**config.mk**
```make
export PLATFORM = sky130hd
export DESIGN_NAME = iprio_bank
export DESIGN_NICKNAME = d
export VERILOG_FILES = /design/src/rtl/iprio_bank_pkg.sv /design/src/rtl/iprio_sel_decode.sv /design/src/rtl/iprio_field.sv /design/src/rtl/iprio_read_mux.sv /design/src/rtl/iprio_bank.sv
export SDC_FILE = /design/constraint.sdc
export NUM_CORES = 1
export LEC_CHECK = 0
export CELL_PAD_IN_SITES_DETAIL_PLACEMENT = 1
export CELL_PAD_IN_SITES_GLOBAL_PLACEMENT = 1
export CORE_UTILIZATION = 33
export DETAILED_ROUTE_END_ITERATION = 6
export PLACE_DENSITY_LB_ADDON = 0.05
export SLEW_MARGIN = 20
export SYNTH_ARGS = -nofsm -noshare
export SYNTH_HDL_FRONTEND = slang
export SYNTH_SLANG_ARGS = --single-unit
```
**constraint.sdc**
```tcl
create_clock -name clk -period 1.89 [get_ports clk]
set_input_delay 0.2835 -clock clk [delete_from_list [all_inputs] [get_ports clk]]
set_output_delay 0.2835 -clock clk [all_outputs]
set_load 0.01 [all_outputs]
```
**src/rtl/iprio_bank_pkg.sv**
```systemverilog
`timescale 1ns/1ps
package iprio_bank_pkg;
  localparam int NUM_IRQ  = 64;
  localparam int BYTE_W   = 8;
  localparam int SEL_W    = 12;
  localparam int IDX_W    = $clog2(NUM_IRQ);
  localparam int EXT_IRQ  = 11;
  localparam logic [SEL_W-5:0] WINDOW_TAG = 8'h03;

  typedef struct packed {
    logic       hit;
    logic       illegal;
    logic [3:0] reg_idx;
  } sel_dec_t;

  function automatic logic [NUM_IRQ-1:0] settable_set(
      input logic [NUM_IRQ-1:0] ie_wr, input logic [NUM_IRQ-1:0] field_ok);
    logic [NUM_IRQ-1:0] m;
    m = ie_wr & field_ok;
    m[EXT_IRQ] = 1'b0;
    return m;
  endfunction
endpackage

```
**src/rtl/iprio_sel_decode.sv**
```systemverilog
`timescale 1ns/1ps
module iprio_sel_decode
  import iprio_bank_pkg::*;
#(
  parameter int XLEN = 32
) (
  input  logic             acc_en,
  input  logic [SEL_W-1:0] acc_sel,
  output sel_dec_t         dec
);
  localparam bit WIDE = (XLEN == 64);

  logic in_window;
  logic odd_bad;

  always_comb begin
    in_window   = (acc_sel[SEL_W-1:4] == WINDOW_TAG);
    odd_bad     = WIDE && acc_sel[0];
    dec.hit     = acc_en && in_window && !odd_bad;
    dec.illegal = acc_en && in_window && odd_bad;
    dec.reg_idx = acc_sel[3:0];
  end
endmodule

```
**src/rtl/iprio_field.sv**
```systemverilog
`timescale 1ns/1ps
module iprio_field
  import iprio_bank_pkg::*;
#(
  parameter int PRIO_BITS = 8,
  parameter bit SETTABLE  = 1'b1
) (
  input  logic              clk,
  input  logic              rst_n,
  input  logic              wr_en,
  input  logic [BYTE_W-1:0] wdata,
  output logic [BYTE_W-1:0] prio
);
  generate
    if (SETTABLE) begin : g_live
      logic [PRIO_BITS-1:0] q;
      always_ff @(posedge clk or negedge rst_n) begin
        if (!rst_n)     q <= '0;
        else if (wr_en) q <= wdata[PRIO_BITS-1:0];
      end
      if (PRIO_BITS == BYTE_W) begin : g_full
        assign prio = q;
      end else begin : g_part
        assign prio = {{(BYTE_W-PRIO_BITS){1'b0}}, q};
      end
    end else begin : g_fixed
      logic unused_in;
      assign unused_in = &{1'b0, clk, rst_n, wr_en, wdata};
      assign prio = '0;
    end
  endgenerate
endmodule

```
**src/rtl/iprio_read_mux.sv**
```systemverilog
`timescale 1ns/1ps
module iprio_read_mux
  import iprio_bank_pkg::*;
#(
  parameter int XLEN = 32
) (
  input  logic [NUM_IRQ*BYTE_W-1:0] prio_all,
  input  logic [IDX_W-1:0]          base,
  input  logic                      hit,
  output logic [XLEN-1:0]           rdata
);
  localparam int LANES = XLEN / BYTE_W;

  generate
    for (genvar j = 0; j < LANES; j++) begin : g_lane
      logic [IDX_W-1:0] idx;
      assign idx = base + IDX_W'(j);
      assign rdata[j*BYTE_W +: BYTE_W] = hit ? prio_all[idx*BYTE_W +: BYTE_W] : '0;
    end
  endgenerate
endmodule

```
**src/rtl/iprio_bank.sv**
```systemverilog
`timescale 1ns/1ps
module iprio_bank
  import iprio_bank_pkg::*;
#(
  parameter int          XLEN      = 32,
  parameter int          PRIO_BITS = 6,
  parameter logic [63:0] IE_WRITABLE = 64'hFFFF_FFFF_FFFF_3EEE,
  parameter logic [63:0] FIELD_OK    = 64'hFFFF_FEFF_FFFF_FFFF
) (
  input  logic              clk,
  input  logic              rst_n,
  input  logic              acc_en,
  input  logic              acc_wr,
  input  logic [11:0]       acc_sel,
  input  logic [XLEN-1:0]   acc_wdata,
  output logic [XLEN-1:0]   acc_rdata,
  output logic              acc_illegal,
  output logic [511:0]      prio_all
);
  localparam int LANES = XLEN / BYTE_W;
  localparam int LG    = $clog2(LANES);
  localparam logic [NUM_IRQ-1:0] LIVE = settable_set(IE_WRITABLE, FIELD_OK);

  sel_dec_t         dec;
  logic [IDX_W-1:0] base;
  logic             do_write;

  iprio_sel_decode #(.XLEN(XLEN)) u_dec (
    .acc_en (acc_en),
    .acc_sel(acc_sel),
    .dec    (dec)
  );

  assign base        = {dec.reg_idx, 2'b00};
  assign do_write    = dec.hit && acc_wr;
  assign acc_illegal = dec.illegal;

  generate
    for (genvar i = 0; i < NUM_IRQ; i++) begin : g_irq
      localparam int GRP  = i / LANES;
      localparam int LANE = i % LANES;
      logic wr_i;
      assign wr_i = do_write && ((base >> LG) == IDX_W'(GRP));
      iprio_field #(.PRIO_BITS(PRIO_BITS), .SETTABLE(LIVE[i])) u_fld (
        .clk  (clk),
        .rst_n(rst_n),
        .wr_en(wr_i),
        .wdata(acc_wdata[LANE*BYTE_W +: BYTE_W]),
        .prio (prio_all[i*BYTE_W +: BYTE_W])
      );
    end
  endgenerate

  iprio_read_mux #(.XLEN(XLEN)) u_rd (
    .prio_all(prio_all),
    .base    (base),
    .hit     (dec.hit),
    .rdata   (acc_rdata)
  );
endmodule

```
==> results of run 1 <==
-- worst min-delay path by stage --
stage | slack (ns) | cells after the start | endpoint
after floorplan | -0.01 | 0 | g_irq[10].u_fld.g_live.q[0]
after global placement | 0.21 | 1 | g_irq[31].u_fld.g_live.q[3]
after detailed placement | 0.22 | 1 | g_irq[31].u_fld.g_live.q[3]
after CTS | 0.22 | 2 | g_irq[31].u_fld.g_live.q[3]
after global routing | 0.23 | 2 | g_irq[23].u_fld.g_live.q[3]
final | 0.22 | 2 | g_irq[23].u_fld.g_live.q[3]
-- stage by stage --
step,worst slack [ns],setup TNS [ns],cells,hold WS (ns),util (%)
after detailed placement,-0.903,-196.90,2621,0.221,47.2
after floorplan,-0.0422,-0.960,1439,-0.0121,-
after CTS,-0.516,-7.42,2719,0.221,50.3
after global placement,-0.910,-190.02,2621,0.212,47.2
after global routing,-0.522,-8.15,2730,0.231,51.1
final,-0.454,-6.42,2730,0.216,51.1
-- cell usage in the layout (no fill, tap or decap), types with 9 or more instances in the layout --
| master | instances |
|---|---|
| sky130_fd_sc_hd__buf_6 | 15 |
| sky130_fd_sc_hd__clkdlybuf4s50_1 | 183 |
| sky130_fd_sc_hd__o22ai_1 | 30 |
| sky130_fd_sc_hd__mux2_1 | 13 |
| sky130_fd_sc_hd__dlymetal6s2s_1 | 92 |
| sky130_fd_sc_hd__clkbuf_1 | 11 |
| sky130_fd_sc_hd__dlygate4sd2_1 | 93 |
| sky130_fd_sc_hd__o41a_1 | 11 |
| sky130_fd_sc_hd__clkbuf_16 | 41 |
| sky130_fd_sc_hd__clkbuf_8 | 15 |
| sky130_fd_sc_hd__mux2i_1 | 81 |
| sky130_fd_sc_hd__a22oi_2 | 12 |
| sky130_fd_sc_hd__conb_1 | 179 |
| sky130_fd_sc_hd__mux4_2 | 32 |
| sky130_fd_sc_hd__mux2_2 | 322 |
| sky130_fd_sc_hd__a21oi_2 | 14 |
| sky130_fd_sc_hd__buf_12 | 43 |
| sky130_fd_sc_hd__a221o_1 | 9 |
| sky130_fd_sc_hd__nor2_1 | 28 |
| sky130_fd_sc_hd__buf_2 | 22 |
| sky130_fd_sc_hd__a22oi_1 | 9 |
| sky130_fd_sc_hd__dfrtp_1 | 341 |
| sky130_fd_sc_hd__buf_4 | 351 |
| sky130_fd_sc_hd__mux2_4 | 11 |
-- per-layer routing --
metal	part of all wire (%)	wire length, um
met1	40	27900
met2	50	35000
met3	6.4	4460
met4	3.2	2260
met5	0.086	60
-- cell usage after synthesis (6+ instances only) --
cell type,count
sky130_fd_sc_hd__mux2_2,333
sky130_fd_sc_hd__o41a_1,11
sky130_fd_sc_hd__a21oi_1,15
sky130_fd_sc_hd__mux2_1,13
sky130_fd_sc_hd__nor3_1,6
sky130_fd_sc_hd__a22oi_1,21
sky130_fd_sc_hd__a221o_1,9
sky130_fd_sc_hd__mux4_2,32
sky130_fd_sc_hd__mux2i_1,82
sky130_fd_sc_hd__dfrtp_1,342
sky130_fd_sc_hd__buf_2,27
sky130_fd_sc_hd__nor2_1,31
sky130_fd_sc_hd__buf_4,198
sky130_fd_sc_hd__o22ai_1,33
sky130_fd_sc_hd__clkbuf_1,36
sky130_fd_sc_hd__buf_6,10
-- what timing repair did --
action / 4_1_cts / 5_1_grt
endpoints found under the hold margin: 46 / 0
hold buffers: 1 / 0
cloned: 2 / 0
gates resized for setup: 262 / 127
setup buffers: 27 / 11
pin swaps: 47 / 37
endpoints found under the setup margin: 189 / 173
-- power groups by stage --
stage	registers, mW	clock network, mW	logic, mW
after global placement	7.48	0	1.14
after CTS	7.35	8.07	1.22
after global routing	7.35	8.33	1.31
after floorplan	7.49	0	0.763
final	7.35	7.89	1.22
after detailed placement	7.48	0	1.15
-- final cells by class --
cell class	instances	area [um2]	area share, %
Clock buffer	67	1270	4.85
Tap cell	680	851	3.24
Timing Repair Buffer	812	7790	29.6
Multi-Input combinational cell	823	7760	29.5
Inverter	2	12.5	0.0476
Clock inverter	4	45.0	0.171
Sequential cell	342	8560	32.6
-- cell families (layout without fill, tap and decap cells) --
kind of cell	count (synthesis)	count (layout)	share of synthesized area (%)
muxes	460	460	31.6
DFF	342	342	49.7
buffers and inverters	274	885	10.9
AOI/OAI and AO/OA	98	98	4.21
and+or+nand+nor	86	86	3.56
other	1	179	0.0218
==> results.yml, run 1 <==
yosys:
  synthesis.yosys.warnings: 0
  synth_seq_cells: 342
  synthesis.instances: 1261
  synthesis.area_per_instance_um2: 13.7
  proportion_of_synthesized_flip_flops_having_asynchronous_set_or_reset_pct: 100
  most_common_flop_cell_mapped_by_yosys: "sky130_fd_sc_hd__dfrtp_1"
  syn_area_mm2: 0.0172
  seq_area_frac_synth_pct: 49.7
  synth.distinct_cells: 48
  synthDominantCellAreaShare_pct: 49.7
  count_of_flip_flops_with_a_built_in_enable_after_synthesis: 0
  post-synth-top-area-cell: "sky130_fd_sc_hd__dfrtp_1"
  synth_area_leaders: "sky130_fd_sc_hd__dfrtp_1 (50%), sky130_fd_sc_hd__mux2_2 (22%), sky130_fd_sc_hd__buf_4 (8.6%), sky130_fd_sc_hd__mux2i_1 (4.8%), sky130_fd_sc_hd__mux4_2 (4.2%)"
placed_design:
  io_buffer_count: 405
  dp_hpwl_um: 49500
  routabilityCongestion: 0.824
  dpl-instance-area_mm2: 0.0242
detailed_routing:
  drt_pass1_iterations: 4
  dr_total_vias: 13000
  detail_route.wl_per_cell_um: 25.5
  routed_wirelength_um: 69700
  drtIter0Drc: 575
  routed_via_density: 4.77
  drtAntennaViolNets: 0
  drc: 0
critical_path:
  endpoint_kind: "primary output"
  r2r_cells: 3
  critical_path.max_stage_delay_ns: 0.40
  worstSetupStartpointType: "flip-flop"
  critical_path_cell_count: 5
  crit_path_end: "acc_rdata[25]"
  required_ns: 1.61
  ff2ff_setup_slack_ns: 0.86
  crit_path_cell_trace: "mux2i_1, o22ai_1, a221o_1, o41a_1, buf_2"
  criticalPathCategory: "flip-flop to primary output"
  data_arrival_time_of_the_worst_path_ns: 2.06
  critical_path_peak_fanout: 2
  critical_path.reg2reg.endpoint: "g_irq[52].u_fld.g_live.q[2]"
  timing.critical_path.buf_inv: 1
  r2r-start: "g_irq[52].u_fld.g_live.q[2]"
  cpLargestDelayFamily: "compound AO/OA/AOI/OAI gates"
  cp_slowest_cell: "sky130_fd_sc_hd__o41a_1"
  startpoint: "g_irq[27].u_fld.g_live.q[1]"
global_route:
  use_met1_pct: 31.3
  initial_antenna_violation_count: 5
  globalRoute.busiestLayer: "met2"
  vias_in_the_first_global_route: 14300
  gr-usage-met3_pct: 7.05
  gr-usage-met2_pct: 45.3
  grtUsageTotal_pct: 26.1
  grt.overflow.total: 0
  first_pass_grt_wire_length_um: 99900
  grt_start_max_net_pins: 73
timing:
  relSlewSlack_pct: 59.7
  final_period_minus_worst_setup_slack_ns: 2.34
  slew_violations: 0
  rsz_0062_raised_after_global_routing: "true"
  tightestPinTransition_ns: 0.603
  worst_setup_slack_after_layout_ns: -0.454
  max_clock_freq_mhz: 427
  post-route-period-util_pct: 124
  timing_hold_violations_final: 0
  fin_worst_skew_ns: 0
  setup_viol_count_final: 24
power_and_ir_drop:
  sw_frac_of_total_pct: 24.3
  net-switching-power_mw: 4.00
  power-per-cell-area_mw_per_mm2: 626
  power.share.clock_pct: 47.9
  leakagePower_nw: 14.8
  vdd_drop_max_v: 0.000561
  cell_internal_pwr_mw: 12.5
  power_frac_comb_pct: 7.4
  fin_total_pwr_mw: 16.5
  power.share.sequential_pct: 44.7
final_layout:
  finalInstanceArea_mm2: 0.0263
  registers.top_by_ff_count: "g_irq.u_fld.g_live.q"
  total_nets_final: 2070
  antennaDiodeCount: 0
  fillCellCount: 5396
  largest_registers: "g_irq.u_fld.g_live.q x342"
  largest_register_ffs: 342
  areaGrowthSynthToFinish_pct: 52.7
  drive_gt1_share_pct: 45.6
floorplanning:
  std_cell_rows: 83
  die_w_um: 230
  die_area_mm2: 0.0531
  floorplan.die.height_um: 230
  initial_core_util_pct: 33.5
  fp.coreArea_mm2: 0.0514
  num_io_pins: 593
clock_tree:
  cts-root-buf: "sky130_fd_sc_hd__clkbuf_16"
  clock_insertion_delay_worst_skew_ns: 0.56
  htree_num_levels: 2
  tritoncts.num_buffers: 41
  cts_max_path_buffers: 3
  clkSlewWorstSetupHoldPaths_ns: 0.06
  cts.sinks: 342
  clock_tree_from_tritoncts: "built"
hold_path:
  worst_hold_path_type: "primary input to async pin"
job:
  timing.max_cap.violations: 0
status:
  result_of_the_run: "finished with violations"
  violations: "setup timing"
No activity file was read; power rests on OpenSTA's default activity.
==> run 2: changes to the inputs <==
--- a/config.mk
+++ b/config.mk
@@ -7,6 +7,7 @@
 export LEC_CHECK = 0
 export CELL_PAD_IN_SITES_DETAIL_PLACEMENT = 1
 export CELL_PAD_IN_SITES_GLOBAL_PLACEMENT = 1
+export CORE_MARGIN = 3
 export CORE_UTILIZATION = 33
 export DETAILED_ROUTE_END_ITERATION = 6
 export PLACE_DENSITY_LB_ADDON = 0.05
==> constraint.sdc (replaced) <==
create_clock -name clk -period 2.1 [get_ports clk]
set_input_delay 0.315 -clock clk [delete_from_list [all_inputs] [get_ports clk]]
set_output_delay 0.315 -clock clk [all_outputs]
set_load 0.01 [all_outputs]
==> results.yml, run 2 (same netlist as run 1, synthesis figures left out) <==
power_and_ir_drop:
  net-switching-power_mw: 3.66
  power-per-cell-area_mw_per_mm2: 570
  cell_internal_pwr_mw: 11.0
  power.share.clock_pct: 47.2
  sw_frac_of_total_pct: 25.0
  power_frac_comb_pct: 7.5
  fin_total_pwr_mw: 14.6
  leakagePower_nw: 12.3
  vdd_drop_max_v: 0.000478
  power.share.sequential_pct: 45.3
clock_tree:
  cts_max_path_buffers: 3
  cts-root-buf: "sky130_fd_sc_hd__clkbuf_16"
  clock_insertion_delay_worst_skew_ns: 0.56
  clock_tree_from_tritoncts: "built"
  tritoncts.num_buffers: 42
  cts.sinks: 342
  clkSlewWorstSetupHoldPaths_ns: 0.05
  htree_num_levels: 2
placed_design:
  routabilityCongestion: 0.792
  io_buffer_count: 405
  dp_hpwl_um: 50000
job:
  timing.max_cap.violations: 0
critical_path:
  cp_slowest_cell: "sky130_fd_sc_hd__o41a_1"
  critical_path_peak_fanout: 2
  endpoint_kind: "primary output"
  worstSetupStartpointType: "flip-flop"
  critical_path.max_stage_delay_ns: 0.39
  required_ns: 1.78
  crit_path_cell_trace: "mux2i_1, o22ai_1, a221o_1, o41a_1, buf_2"
  data_arrival_time_of_the_worst_path_ns: 2.07
  criticalPathCategory: "flip-flop to primary output"
timing:
  tightestPinTransition_ns: 0.667
  post-route-period-util_pct: 114
  max_clock_freq_mhz: 419
  rsz_0062_raised_after_global_routing: "true"
  fin_worst_skew_ns: 0
  relSlewSlack_pct: 55.4
  worst_setup_slack_after_layout_ns: -0.287
  timing_hold_violations_final: 0
  final.hold.worst_slack_ns: 0.252
  final_period_minus_worst_setup_slack_ns: 2.39
  setup_viol_count_final: 20
  slew_violations: 0
  finalSetupTns_ns: -2.23
floorplanning:
  die_w_um: 234
  num_io_pins: 593
  die_area_mm2: 0.0550
  fp.coreArea_mm2: 0.0515
  initial_core_util_pct: 33.4
  std_cell_rows: 83
  floorplan.die.height_um: 234
final_layout:
  largest_registers: "g_irq.u_fld.g_live.q x342"
  most_common_cell_after_layout_fill_and_taps_aside: "sky130_fd_sc_hd__clkdlybuf4s50_1"
  layout_common_cells: "sky130_fd_sc_hd__clkdlybuf4s50_1 (366), sky130_fd_sc_hd__dfrtp_1 (341), sky130_fd_sc_hd__mux2_2 (321)"
  drive_gt1_share_pct: 43.3
  areaGrowthSynthToFinish_pct: 48.8
  multi_input_comb_area_mm2: 0.00779
  largest_register_ffs: 342
  area.sequential_mm2: 0.00856
  fillCellCount: 5305
  registers.top_by_ff_count: "g_irq.u_fld.g_live.q"
  utilization_pct: 49.7
  total_nets_final: 1987
global_route:
  grtUsageTotal_pct: 25.0
  grt.overflow.total: 0
  grt_start_max_net_pins: 73
  initial_antenna_violation_count: 2
  vias_in_the_first_global_route: 14100
  first_pass_grt_wire_length_um: 99200
detailed_routing:
  dr_total_vias: 12900
  detail_route.wl_per_cell_um: 26.8
  drt_pass1_iterations: 4
  routed_wirelength_um: 71000
  drtAntennaViolNets: 0
  drtIter0Drc: 415
  routed_via_density: 4.86
  drc: 0
status:
  result_of_the_run: "finished with violations"
  violations: "setup timing"
hold_path:
  worst_hold_path_type: "primary input to async pin"
[run 2: cell count changes in the layout (fill, tap and decap cells not counted), moves of 3 or more]
cell / previous run / this run
sky130_fd_sc_hd__o22ai_1: 30 / 26
sky130_fd_sc_hd__mux2i_2: 1 / 5
sky130_fd_sc_hd__clkbuf_8: 15 / 8
sky130_fd_sc_hd__dlymetal6s2s_1: 92 / 8
sky130_fd_sc_hd__clkdlybuf4s15_1: 3 / 0
sky130_fd_sc_hd__buf_6: 15 / 20
sky130_fd_sc_hd__mux2i_1: 81 / 77
sky130_fd_sc_hd__buf_4: 351 / 257
sky130_fd_sc_hd__o22ai_2: 2 / 6
sky130_fd_sc_hd__clkinv_2: 3 / 6
sky130_fd_sc_hd__clkdlybuf4s50_1: 183 / 366
sky130_fd_sc_hd__clkbuf_16: 41 / 45
sky130_fd_sc_hd__dlygate4sd2_1: 93 / 2
[run 2: path summary, 6_finish.rpt]
kind	endpoint	from	slack, ns	cells past startpoint
setup / recovery	acc_rdata[25]	g_irq[59].u_fld.g_live.q[1]	-0.29	5
hold / removal	g_irq[52].u_fld.g_live.q[2]	rst_n	0.25	2
setup reg to reg	g_irq[19].u_fld.g_live.q[3]	g_irq[19].u_fld.g_live.q[3]	0.97	4
hold reg to reg	g_irq[39].u_fld.g_live.q[3]	g_irq[39].u_fld.g_live.q[3]	0.52	1
max in group asynchronous	g_irq[18].u_fld.g_live.q[3]	rst_n	0.99	3
min in group clk	g_irq[39].u_fld.g_live.q[3]	g_irq[39].u_fld.g_live.q[3]	0.52	1
[run 2: layout make-up]
class | instances | area share [%]
repair buffers | 728 | 27.8
clock buffers | 62 | 4.71
well taps | 680 | 3.32
clock inverters | 12 | 0.342
inverters | 2 | 0.0293
multi-input cells | 823 | 30.4
flip-flops and latches | 342 | 33.4
diodes | 1 | 0.00977
[run 2: metrics by stage]
stage                     instance area, um2  std cells  setup WS [ns]
after global routing                   25600       2649         -0.374
final                                  25600       2650         -0.287
after CTS                              25200       2622         -0.329
after floorplan                        17900       1439         0.0566
after global placement                 23300       2490         -0.586
after detailed placement               23300       2490         -0.611
[run 2: power groups by stage]
stage	sequential (mW)	combinational, mW	clock (mW)
final	6.62	1.09	6.90
after global routing	6.62	1.18	7.41
after CTS	6.62	1.08	7.09
after detailed placement	6.74	1.04	0
after global placement	6.74	1.04	0
after floorplan	6.74	0.681	0
[run 2: what timing repair did]
item,4_1_cts,5_1_grt
pin swaps,55,36
gates cloned,0,4
hold buffers,1,0
buffers inserted,61,24
resized for setup,160,52
hold endpoints to repair,43,0
setup endpoints to repair,24,92
[run 2: critical path, delay by kind of cell (launching register included)]
family	cells	cell delay, ns
multiplexers	1	0.17
AO/OA/AOI/OAI	3	0.80
buffers and inverters	1	0.15
flip-flops	1	0.38
[run 2: per-layer routing]
| metal | track usage [%] | up-vias | wire [um] |
|---|---|---|---|
| li1 | - | 5590 | - |
| met1 | 31.9 | 6770 | 28700 |
| met2 | 43.0 | 446 | 35300 |
| met3 | 5.45 | 81 | 5410 |
| met4 | 6.46 | 4 | 1480 |
| met5 | 0 | - | 16 |
==> run 3: changes to the inputs <==
--- a/config.mk
+++ b/config.mk
@@ -5,9 +5,10 @@
 export SDC_FILE = /design/constraint.sdc
 export NUM_CORES = 1
 export LEC_CHECK = 0
+export ABC_AREA = 0
 export CELL_PAD_IN_SITES_DETAIL_PLACEMENT = 1
 export CELL_PAD_IN_SITES_GLOBAL_PLACEMENT = 1
-export CORE_MARGIN = 3
+export CORE_MARGIN = 1
 export CORE_UTILIZATION = 33
 export DETAILED_ROUTE_END_ITERATION = 6
 export PLACE_DENSITY_LB_ADDON = 0.05
==> results.yml, run 3 (same netlist as run 1, synthesis figures left out) <==
timing:
  fin_worst_skew_ns: 0
  worst_setup_slack_after_layout_ns: -0.212
  max_clock_freq_mhz: 433
  final_period_minus_worst_setup_slack_ns: 2.31
  slew_violations: 0
  rsz_0062_raised_after_global_routing: "true"
  setup_viol_count_final: 20
  relSlewSlack_pct: 53.2
  post-route-period-util_pct: 110
  timing_hold_violations_final: 0
  tightestPinTransition_ns: 0.700
  final.hold.worst_slack_ns: 0.322
critical_path:
  critical_path.reg2reg.endpoint: "g_irq[9].u_fld.g_live.q[0]"
  critical_path.max_stage_delay_ns: 0.37
  data_arrival_time_of_the_worst_path_ns: 2.00
  endpoint_kind: "primary output"
  worstSetupStartpointType: "flip-flop"
  ff2ff_setup_slack_ns: 1.09
  r2r-start: "g_irq[9].u_fld.g_live.q[0]"
  cp_slowest_cell: "sky130_fd_sc_hd__dfrtp_1"
  criticalPathCategory: "flip-flop to primary output"
  r2r_cells: 3
  crit_path_cell_trace: "mux2i_1, o22ai_2, a221o_1, o41a_1, buf_2"
  required_ns: 1.78
  critical_path_peak_fanout: 2
floorplanning:
  std_cell_rows: 83
  die_w_um: 230
  initial_core_util_pct: 33.5
  die_area_mm2: 0.0531
  fp.coreArea_mm2: 0.0514
  floorplan.die.height_um: 230
  num_io_pins: 593
clock_tree:
  cts_max_path_buffers: 3
  cts.sinks: 342
  htree_num_levels: 2
  clkSlewWorstSetupHoldPaths_ns: 0.06
  cts-root-buf: "sky130_fd_sc_hd__clkbuf_16"
  clock_tree_from_tritoncts: "built"
  clock_insertion_delay_worst_skew_ns: 0.55
  tritoncts.num_buffers: 42
global_route:
  vias_in_the_first_global_route: 13800
  initial_antenna_violation_count: 5
  grt_start_max_net_pins: 65
  grt.overflow.total: 0
  grtUsageTotal_pct: 25.7
  first_pass_grt_wire_length_um: 98200
power_and_ir_drop:
  fin_total_pwr_mw: 14.8
  power-per-cell-area_mw_per_mm2: 583
  leakagePower_nw: 12.1
  vdd_drop_max_v: 0.000477
detailed_routing:
  detail_route.wl_per_cell_um: 26.3
  drc: 0
  drtIter0Drc: 562
  drt_pass1_iterations: 4
  dr_total_vias: 12800
  routed_via_density: 4.85
  routed_wirelength_um: 69200
  drtAntennaViolNets: 0
final_layout:
  largest_registers: "g_irq.u_fld.g_live.q x342"
  area.sequential_mm2: 0.00856
  most_common_cell_after_layout_fill_and_taps_aside: "sky130_fd_sc_hd__clkdlybuf4s50_1"
  drive_gt1_share_pct: 42.4
  utilization_pct: 49.3
  registers.top_by_ff_count: "g_irq.u_fld.g_live.q"
  total_nets_final: 1973
  multi_input_comb_area_mm2: 0.00772
  layout.cells.non_filler: 2636
  largest_register_ffs: 342
  areaGrowthSynthToFinish_pct: 47.2
  fillCellCount: 5276
  layout_common_cells: "sky130_fd_sc_hd__clkdlybuf4s50_1 (368), sky130_fd_sc_hd__dfrtp_1 (341), sky130_fd_sc_hd__mux2_2 (330)"
status:
  result_of_the_run: "finished with violations"
  violations: "setup timing"
placed_design:
  routabilityCongestion: 0.811
  place_ws_ns: -0.640
  dp_hpwl_um: 49300
  io_buffer_count: 405
  dpl.cell_count: 2488
job:
  timing.max_cap.violations: 0
hold_path:
  worst_hold_path_type: "primary input to async pin"
==> run 3: cell count changes in the layout (fill, tap and decap cells not counted), moves of 3 or more <==
cell | before | now
sky130_fd_sc_hd__buf_8 | 4 | 1
sky130_fd_sc_hd__mux2i_1 | 77 | 80
sky130_fd_sc_hd__a21oi_1 | 1 | 4
sky130_fd_sc_hd__mux2i_2 | 5 | 1
sky130_fd_sc_hd__dlygate4sd2_1 | 2 | 7
sky130_fd_sc_hd__mux2_4 | 12 | 3
sky130_fd_sc_hd__dlymetal6s2s_1 | 8 | 1
sky130_fd_sc_hd__mux2_2 | 321 | 330
sky130_fd_sc_hd__buf_4 | 257 | 252
sky130_fd_sc_hd__a21oi_2 | 14 | 11
sky130_fd_sc_hd__buf_2 | 20 | 23
sky130_fd_sc_hd__buf_6 | 20 | 15
==> run 3: per-stage QoR <==
stage / setup TNS, ns / area (um2)
after detailed placement: -170.86 / 23300
after global placement: -160.54 / 23300
after global routing: -3.73 / 25300
after floorplan: 0 / 17900
final: -1.96 / 25400
after CTS: -3.22 / 25100
==> run 3: what timing repair did <==
| item | 4_1_cts | 5_1_grt |
|---|---|---|
| cloned | 0 | 2 |
| resized for setup | 146 | 21 |
| buffers inserted | 62 | 13 |
| endpoints found under the setup margin | 24 | 41 |
| pin swaps | 39 | 19 |
| endpoints found under the hold margin | 46 | 0 |
| hold buffers | 1 | 0 |
==> run 3: how the worst max path moves through the flow <==
stage                                     start             to  cells past startpoint
finish              g_irq[59].u_fld.g_live.q[3]  acc_rdata[27]                      5
global route        g_irq[59].u_fld.g_live.q[3]  acc_rdata[27]                      5
CTS                 g_irq[27].u_fld.g_live.q[3]  acc_rdata[27]                      5
detailed placement                   acc_sel[9]  acc_rdata[20]                      7
global placement                     acc_sel[9]  acc_rdata[20]                      7
floorplan                            acc_sel[2]  acc_rdata[24]                      7
==> run 3: per-layer routing <==
metal / GRT usage (%) / share of wire, % / wire length (um)
met1: 31.9 / 42 / 28700
met2: 43.6 / 50 / 34400
met3: 5.87 / 5.6 / 3910
met4: 8.94 / 3.1 / 2120
met5: 0 / 0.064 / 44
==> run 3: power by group <==
part,leakage (nW),internal (mW),switching (mW)
registers,4.78,6.61,0.0119
clock network,0.653,4.23,2.85
logic,6.69,0.351,0.714
total,12.1,11.2,3.58
==> run 3: critical path, delay by kind of cell, from the launching register on <==
family                 cells  cell delay [ns]
multiplexers               1             0.20
AO/OA/AOI/OAI              3             0.72
flip-flops                 1             0.37
buffers and inverters      1             0.14
==> run 3: area by class of cell <==
type	instances	area share, %
sequential	342	33.8
inverter	2	0.0296
antenna	1	0.00987
tap	680	3.36
clock inverter	7	0.262
clock buffer	67	4.99
timing repair buffer	714	27.1
multi-input combinational	823	30.4
